[src/rtl/perr_pkg.sv]
package perr_pkg;
  // Where an incoming error goes in a given cycle.
  typedef enum logic [1:0] {
    ROUTE_NONE = 2'd0,
    ROUTE_NORM = 2'd1,
    ROUTE_BIST = 2'd2
  } err_route_e;
endpackage

[src/rtl/perr_rst_sync.sv]
module perr_rst_sync #(
  parameter int unsigned STAGES = 2
) (
  input  logic clk_i,
  input  logic rst_ni,
  output logic rst_no
);
  logic [STAGES-1:0] sync_q;
  logic [STAGES-1:0] sync_d;

  always_comb begin
    sync_d = {sync_q[STAGES-2:0], 1'b1};
  end

  always_ff @(posedge clk_i or negedge rst_ni) begin
    if (!rst_ni) sync_q <= '0;
    else         sync_q <= sync_d;
  end

  assign rst_no = sync_q[STAGES-1];
endmodule

[src/rtl/perr_thr_reg.sv]
module perr_thr_reg #(
  parameter int unsigned BYTE_W  = 8,
  parameter int unsigned NBYTES  = 2,
  parameter int unsigned RST_VAL = 256
) (
  input  logic                       clk_i,
  input  logic                       rst_ni,
  input  logic [NBYTES-1:0]          we_i,
  input  logic [BYTE_W-1:0]          wdata_i,
  output logic [NBYTES*BYTE_W-1:0]   thr_nxt_o,
  output logic [NBYTES*BYTE_W-1:0]   thr_q_o
);
  localparam int unsigned W = NBYTES * BYTE_W;
  localparam logic [W-1:0] RST_V = W'(RST_VAL);

  logic [W-1:0] thr_q;
  logic [W-1:0] thr_d;
  logic         thr_en;

  // One write lane per byte of the limit.
  for (genvar g = 0; g < NBYTES; g++) begin : g_lane
    assign thr_d[g*BYTE_W +: BYTE_W] = we_i[g] ? wdata_i : thr_q[g*BYTE_W +: BYTE_W];
  end

  assign thr_en = |we_i;

  always_ff @(posedge clk_i or negedge rst_ni) begin
    if (!rst_ni)     thr_q <= RST_V;
    else if (thr_en) thr_q <= thr_d;
  end

  assign thr_nxt_o = thr_d;
  assign thr_q_o   = thr_q;
endmodule

[src/rtl/perr_sat_ctr.sv]
module perr_sat_ctr #(
  parameter int unsigned W = 16
) (
  input  logic         clk_i,
  input  logic         rst_ni,
  input  logic         clr_i,
  input  logic         inc_i,
  input  logic [W-1:0] limit_i,
  output logic [W-1:0] cnt_o
);
  logic [W-1:0] cnt_q;
  logic [W-1:0] cnt_d;
  logic         cnt_en;

  // The limit is the value that applies after this edge, so a lowered
  // limit clamps the count in the same cycle it is written.
  always_comb begin
    cnt_d  = cnt_q;
    cnt_en = 1'b0;
    if (clr_i) begin
      cnt_d  = '0;
      cnt_en = 1'b1;
    end else if (cnt_q > limit_i) begin
      cnt_d  = limit_i;
      cnt_en = 1'b1;
    end else if (inc_i && (cnt_q < limit_i)) begin
      cnt_d  = cnt_q + W'(1);
      cnt_en = 1'b1;
    end
  end

  always_ff @(posedge clk_i or negedge rst_ni) begin
    if (!rst_ni)     cnt_q <= '0;
    else if (cnt_en) cnt_q <= cnt_d;
  end

  assign cnt_o = cnt_q;
endmodule

[src/rtl/perr_rd_latch.sv]
module perr_rd_latch #(
  parameter int unsigned W = 8
) (
  input  logic         clk_i,
  input  logic         rst_ni,
  input  logic         cap_i,
  input  logic [W-1:0] d_i,
  output logic [W-1:0] q_o
);
  logic [W-1:0] hold_q;

  always_ff @(posedge clk_i or negedge rst_ni) begin
    if (!rst_ni)    hold_q <= '0;
    else if (cap_i) hold_q <= d_i;
  end

  assign q_o = hold_q;
endmodule

[src/rtl/parity_err_tally.sv]
module parity_err_tally
  import perr_pkg::*;
#(
  parameter int unsigned BYTE_W  = 8,
  parameter int unsigned BIST_W  = 8,
  parameter int unsigned THR_RST = 256
) (
  input  logic                clk_i,
  input  logic                rst_ni,
  input  logic                perr_i,
  input  logic                lock_i,
  input  logic                chk_en_i,
  input  logic                cnt_clr_i,
  input  logic                bist_i,
  input  logic                thr_we_lo_i,
  input  logic                thr_we_hi_i,
  input  logic [BYTE_W-1:0]   thr_wdata_i,
  input  logic                rd_lo_i,
  output logic [2*BYTE_W-1:0] thr_o,
  output logic [BYTE_W-1:0]   cnt_lo_o,
  output logic [BYTE_W-1:0]   cnt_hi_o,
  output logic                perr_flag_o,
  output logic [BIST_W-1:0]   bist_cnt_o
);
  localparam int unsigned NBYTES = 2;
  localparam int unsigned CNT_W  = NBYTES * BYTE_W;

  logic              rst_sync_n;
  logic [CNT_W-1:0]  thr_q;
  logic [CNT_W-1:0]  thr_nxt;
  logic [CNT_W-1:0]  cnt_q;
  logic [BIST_W-1:0] bist_q;
  err_route_e        route;
  logic              flag_q;
  logic              flag_d;

  perr_rst_sync #(.STAGES(2)) u_rst (
    .clk_i  (clk_i),
    .rst_ni (rst_ni),
    .rst_no (rst_sync_n)
  );

  // Decide where this cycle's error, if any, is counted.
  always_comb begin
    route = ROUTE_NONE;
    if (perr_i && lock_i && chk_en_i && !cnt_clr_i) begin
      route = bist_i ? ROUTE_BIST : ROUTE_NORM;
    end
  end

  perr_thr_reg #(.BYTE_W(BYTE_W), .NBYTES(NBYTES), .RST_VAL(THR_RST)) u_thr (
    .clk_i     (clk_i),
    .rst_ni    (rst_sync_n),
    .we_i      ({thr_we_hi_i, thr_we_lo_i}),
    .wdata_i   (thr_wdata_i),
    .thr_nxt_o (thr_nxt),
    .thr_q_o   (thr_q)
  );

  perr_sat_ctr #(.W(CNT_W)) u_norm (
    .clk_i   (clk_i),
    .rst_ni  (rst_sync_n),
    .clr_i   (cnt_clr_i),
    .inc_i   (route == ROUTE_NORM),
    .limit_i (thr_nxt),
    .cnt_o   (cnt_q)
  );

  perr_sat_ctr #(.W(BIST_W)) u_bist (
    .clk_i   (clk_i),
    .rst_ni  (rst_sync_n),
    .clr_i   (cnt_clr_i),
    .inc_i   (route == ROUTE_BIST),
    .limit_i ({BIST_W{1'b1}}),
    .cnt_o   (bist_q)
  );

  // Sticky status: set by any normal-mode accepted error, dropped by clear.
  always_comb begin
    flag_d = flag_q | (route == ROUTE_NORM);
    if (cnt_clr_i) flag_d = 1'b0;
  end

  always_ff @(posedge clk_i or negedge rst_sync_n) begin
    if (!rst_sync_n) flag_q <= 1'b0;
    else             flag_q <= flag_d;
  end

  perr_rd_latch #(.W(BYTE_W)) u_hi (
    .clk_i  (clk_i),
    .rst_ni (rst_sync_n),
    .cap_i  (rd_lo_i),
    .d_i    (cnt_q[CNT_W-1:BYTE_W]),
    .q_o    (cnt_hi_o)
  );

  assign thr_o       = thr_q;
  assign cnt_lo_o    = cnt_q[BYTE_W-1:0];
  assign perr_flag_o = flag_q;
  assign bist_cnt_o  = bist_q;
endmodule

[config.mk]
export PLATFORM = sky130hd
export DESIGN_NAME = parity_err_tally
export DESIGN_NICKNAME = d
export VERILOG_FILES = /design/src/rtl/perr_pkg.sv /design/src/rtl/perr_rst_sync.sv /design/src/rtl/perr_thr_reg.sv /design/src/rtl/perr_sat_ctr.sv /design/src/rtl/perr_rd_latch.sv /design/src/rtl/parity_err_tally.sv
export SDC_FILE = /design/constraint.sdc
export NUM_CORES = 1
export LEC_CHECK = 0
export BUFFER_PORTS_ARGS = -buffer_cell sky130_fd_sc_hd__buf_4
export CORE_ASPECT_RATIO = 0.75
export CORE_MARGIN = 2
export CORE_UTILIZATION = 50
export DETAILED_ROUTE_END_ITERATION = 12
export PLACE_DENSITY = 0.76
export SYNTH_ARGS = -nofsm -noshare
export SYNTH_HDL_FRONTEND = slang
export SYNTH_SLANG_ARGS = --single-unit
[constraint.sdc]
create_clock -name clk_i -period 1.45 [get_ports clk_i]
set_input_delay 0.3625 -clock clk_i [delete_from_list [all_inputs] [get_ports clk_i]]
set_output_delay 0.3625 -clock clk_i [all_outputs]
set_load 0.02 [all_outputs]
==> impl_metrics.env <==
export IMPL_status="complete, but fails checks"
export IMPL_violations="negative setup slack"
export IMPL_area_growth_pct=63.5
export IMPL_critPathRequiredTime_ns=1.67
export IMPL_path_buf_inv=3
export IMPL_vias=3502
export IMPL_post_drt_wl_per_cell_um=23.5
export IMPL_p_sw_uw=1000
export IMPL_r2r_cells=11
export IMPL_max_freq_mhz=373
export IMPL_period_needed_ns=2.68
export IMPL_port_buffers=58
export IMPL_drt_pass1_iter_count=7
export IMPL_met2_length_um=5900
export IMPL_setup_viol=27
export IMPL_p_clk_frac=0.318
export IMPL_clock_skew_ns=0.00838
export IMPL_critPathMaxFanout=5
export IMPL_rsz0062_at_grt="true"
export IMPL_synth_seq_cells=51
export IMPL_grtUsageTotal=0.337
export IMPL_hold_viol_final=0
export IMPL_synth_cell_types=56
export IMPL_p_int_uw=2380
export IMPL_dpl_hpwl_um=7040
export IMPL_clkLatencyLatePin_ns=0.32
export IMPL_cts_tree="yes"
export IMPL_drive_gt1_frac=0.561
export IMPL_io_pins=59
export IMPL_dieWidth_um=93.6
export IMPL_drcViolationCount=0
export IMPL_drv_cap=0
export IMPL_synthArstFlopShare=1.00
export IMPL_wl_met1_um=4600
export IMPL_gp_congestion=0.945
export IMPL_cts_root_buf="clkbuf_8"
export IMPL_end_kind="flop"
export IMPL_drv_slew=0
export IMPL_n_antenna_cell=0
export IMPL_seq_area_frac_synth=0.424
export IMPL_row_count=24
export IMPL_clock_path_buffers=2
export IMPL_slowest_delay_ns=0.44
export IMPL_synth_top_flop_cell="dfrtp_1"
export IMPL_start_util=0.517
export IMPL_mostFrequentLayoutCell="buf_4"
export IMPL_worstSetupPathType="flop to flop"
export IMPL_ir_drop_v=0.000523
export IMPL_viasPerCell=6.49
export IMPL_setup_slack_ns=-1.23
export IMPL_synth_area_um2=3010
export IMPL_dr_max_layer_used="met4"
export IMPL_cts_sinks=51
export IMPL_cp_top_family="compound AO/OA/AOI/OAI gates"
export IMPL_synth_warnings=0
export IMPL_synth_nets=334
export IMPL_h_tree_depth=2
export IMPL_path_cells="mux2i_4 -> ha_4 -> a21o_1 -> a21o_1 -> a221o_1 -> buf_6 -> nor3_4 -> buf_6 -> buf_6 -> o2111ai_4 -> o311ai_4"
export IMPL_cts_buffers=5
export IMPL_cellLeakagePower_uw=0.00238
export IMPL_synth_edf_count=0
export IMPL_powerDensity_nw_per_um2=687
export IMPL_gr_total_overflow=0
export IMPL_critPathSlowestCell="dfrtp_1"
export IMPL_place_area_um2=4180
export IMPL_final_nets=497
export IMPL_wl_met3_um=1340
export IMPL_syn_avg_cell_area_um2=10.1
export IMPL_p_seq_frac=0.447
export IMPL_grt_pass1_wl_um=17200
export IMPL_p_sw_frac=0.296
export IMPL_die_height_um=71.2
export IMPL_first_iter_violations=441
export IMPL_dp_slack_ns=-1.40
export IMPL_combPwrFrac=0.235
export IMPL_grt_pass1_vias=3387
export IMPL_netlist_instances=298
export IMPL_final_cell_mix="156 x buf_4, 47 x dfrtp_1, 20 x nand2_1"
export IMPL_antenna_found_initial=0
export IMPL_coreArea_um2=5830
export IMPL_post_route_period_util=1.85
export IMPL_dieArea_um2=6670
export IMPL_fillers=304
export IMPL_clk_pin_slew_ns=0.11
export IMPL_drtAntennaViolNets=0
export IMPL_grt_max_degree=28
export IMPL_start_kind="flop"
export IMPL_finish_instance_area_um2=4930
export IMPL_path_depth=11
export IMPL_cp_arrival_ns=2.90
export IMPL_drt_total_wl_um=12700
export IMPL_path_common_cell="buf_6"
export IMPL_hold_class="flop to async pin"
sequential cells by signal (all words and copies together), names as in the netlist:
register       count
u_norm.cnt_o      16
u_thr.thr_q_o     16
u_bist.cnt_o       8
u_hi.q_o           8
u_rst.sync_q       2
perr_flag_o        1
per-stage QoR:
step                setup TNS [ns]  hold slack, ns  std cells  power (µW)  utilization
floorplan                   -18.83          0.0669        298        1800            -
global placement            -21.67           0.145        505        2120        0.718
detailed placement          -23.15           0.146        505        2140        0.718
CTS                         -17.66           0.284        528        3230        0.803
global route                -24.06           0.316        540        3450        0.846
finish                      -22.37           0.288        540        3390        0.846
worst paths after layout:
path	start	to	slack, ns
min reg2reg	u_rst.sync_q[1]$_DFF_PN0_	u_thr.thr_q_o[10]$_DFFE_PN0P_	0.29
min	u_rst.sync_q[1]$_DFF_PN0_	u_thr.thr_q_o[10]$_DFFE_PN0P_	0.29
max	u_thr.thr_q_o[13]$_DFFE_PN0P_	u_norm.cnt_o[13]$_DFFE_PN0P_	-1.23
min in group clk_i	thr_wdata_i[7]	u_thr.thr_q_o[7]$_DFFE_PN0P_	0.32
max in group asynchronous	u_rst.sync_q[1]$_DFF_PN0_	u_bist.cnt_o[1]$_DFFE_PN0P_	0.84
max reg2reg	u_thr.thr_q_o[13]$_DFFE_PN0P_	u_norm.cnt_o[13]$_DFFE_PN0P_	-1.23
worst reg2reg max path: cells and delay by family, from the launching register on:
family / cells / cell delay, ns
fa+ha+maj: 1 / 0.23
compound gates: 5 / 1.02
mux: 1 / 0.20
buf+inv: 3 / 0.45
simple gates: 1 / 0.23
flops: 1 / 0.44
synth_stat cells, types with 3 or more instances:
cell,instances,area (µm²)
dfrtp_1,50,1250
nand2_1,22,82.6
ha_1,18,225
inv_1,16,60.1
nor2_1,15,56.3
mux2_2,14,158
mux2i_1,14,140
nor3_1,13,65.1
a21oi_1,12,60.1
nand3_1,9,45.0
nand4_1,9,56.3
buf_4,8,60.1
clkbuf_1,8,30.0
a21o_1,7,52.6
o21ai_0,7,35.0
or3_1,7,43.8
xor2_1,5,43.8
and3_1,4,25.0
nor2b_1,4,25.0
a311o_1,3,30.0
a31o_2,3,26.3
o32ai_1,3,26.3
xnor2_1,3,26.3
metal layers:
metal  global-route usage  vias up
li1                     -     1420
met4                0.148        0
met2                0.568      316
met1                0.421     1661
met3               0.0747      105
met5                    0        -
power by group through the flow:
| stage | Clock (µW) | Combinational (µW) | Sequential, µW |
|---|---|---|---|
| floorplan | 0 | 197 | 1610 |
| global placement | 0 | 591 | 1530 |
| detailed placement | 0 | 610 | 1530 |
| CTS | 1050 | 677 | 1500 |
| global route | 1110 | 826 | 1520 |
| finish | 1080 | 794 | 1510 |
cell families (layout without fill, tap and decap cells):
kind of cell,count (synthesis),count (layout),share of synthesized area
simple gates,97,98,0.176
buf+inv,36,199,0.0556
xor+xnor,8,8,0.0233
flops,51,51,0.424
compound gates,59,59,0.146
mux,28,28,0.0988
other cells,1,1,0.00124
fa+ha+maj,18,18,0.0748
what timing repair did:
action | in CTS | in global routing
endpoints found under the hold margin | 2 | 0
gates resized for setup | 49 | 31
hold buffers | 1 | 0
buffers inserted | 15 | 14
endpoints found under the setup margin | 24 | 26
pin swaps | 28 | 29
cloned | 2 | 0
cell type report:
type / count / area, µm² / share of cell area
Clock buffer: 5 / 68.8 / 0.0140
Clock inverter: 3 / 47.5 / 0.00965
Inverter: 17 / 71.3 / 0.0145
Multi-Input combinational cell: 212 / 1970 / 0.400
Sequential cell: 51 / 1280 / 0.260
Tap cell: 78 / 97.6 / 0.0198
Timing Repair Buffer: 174 / 1390 / 0.282
Power figures use the tool's default switching activity.
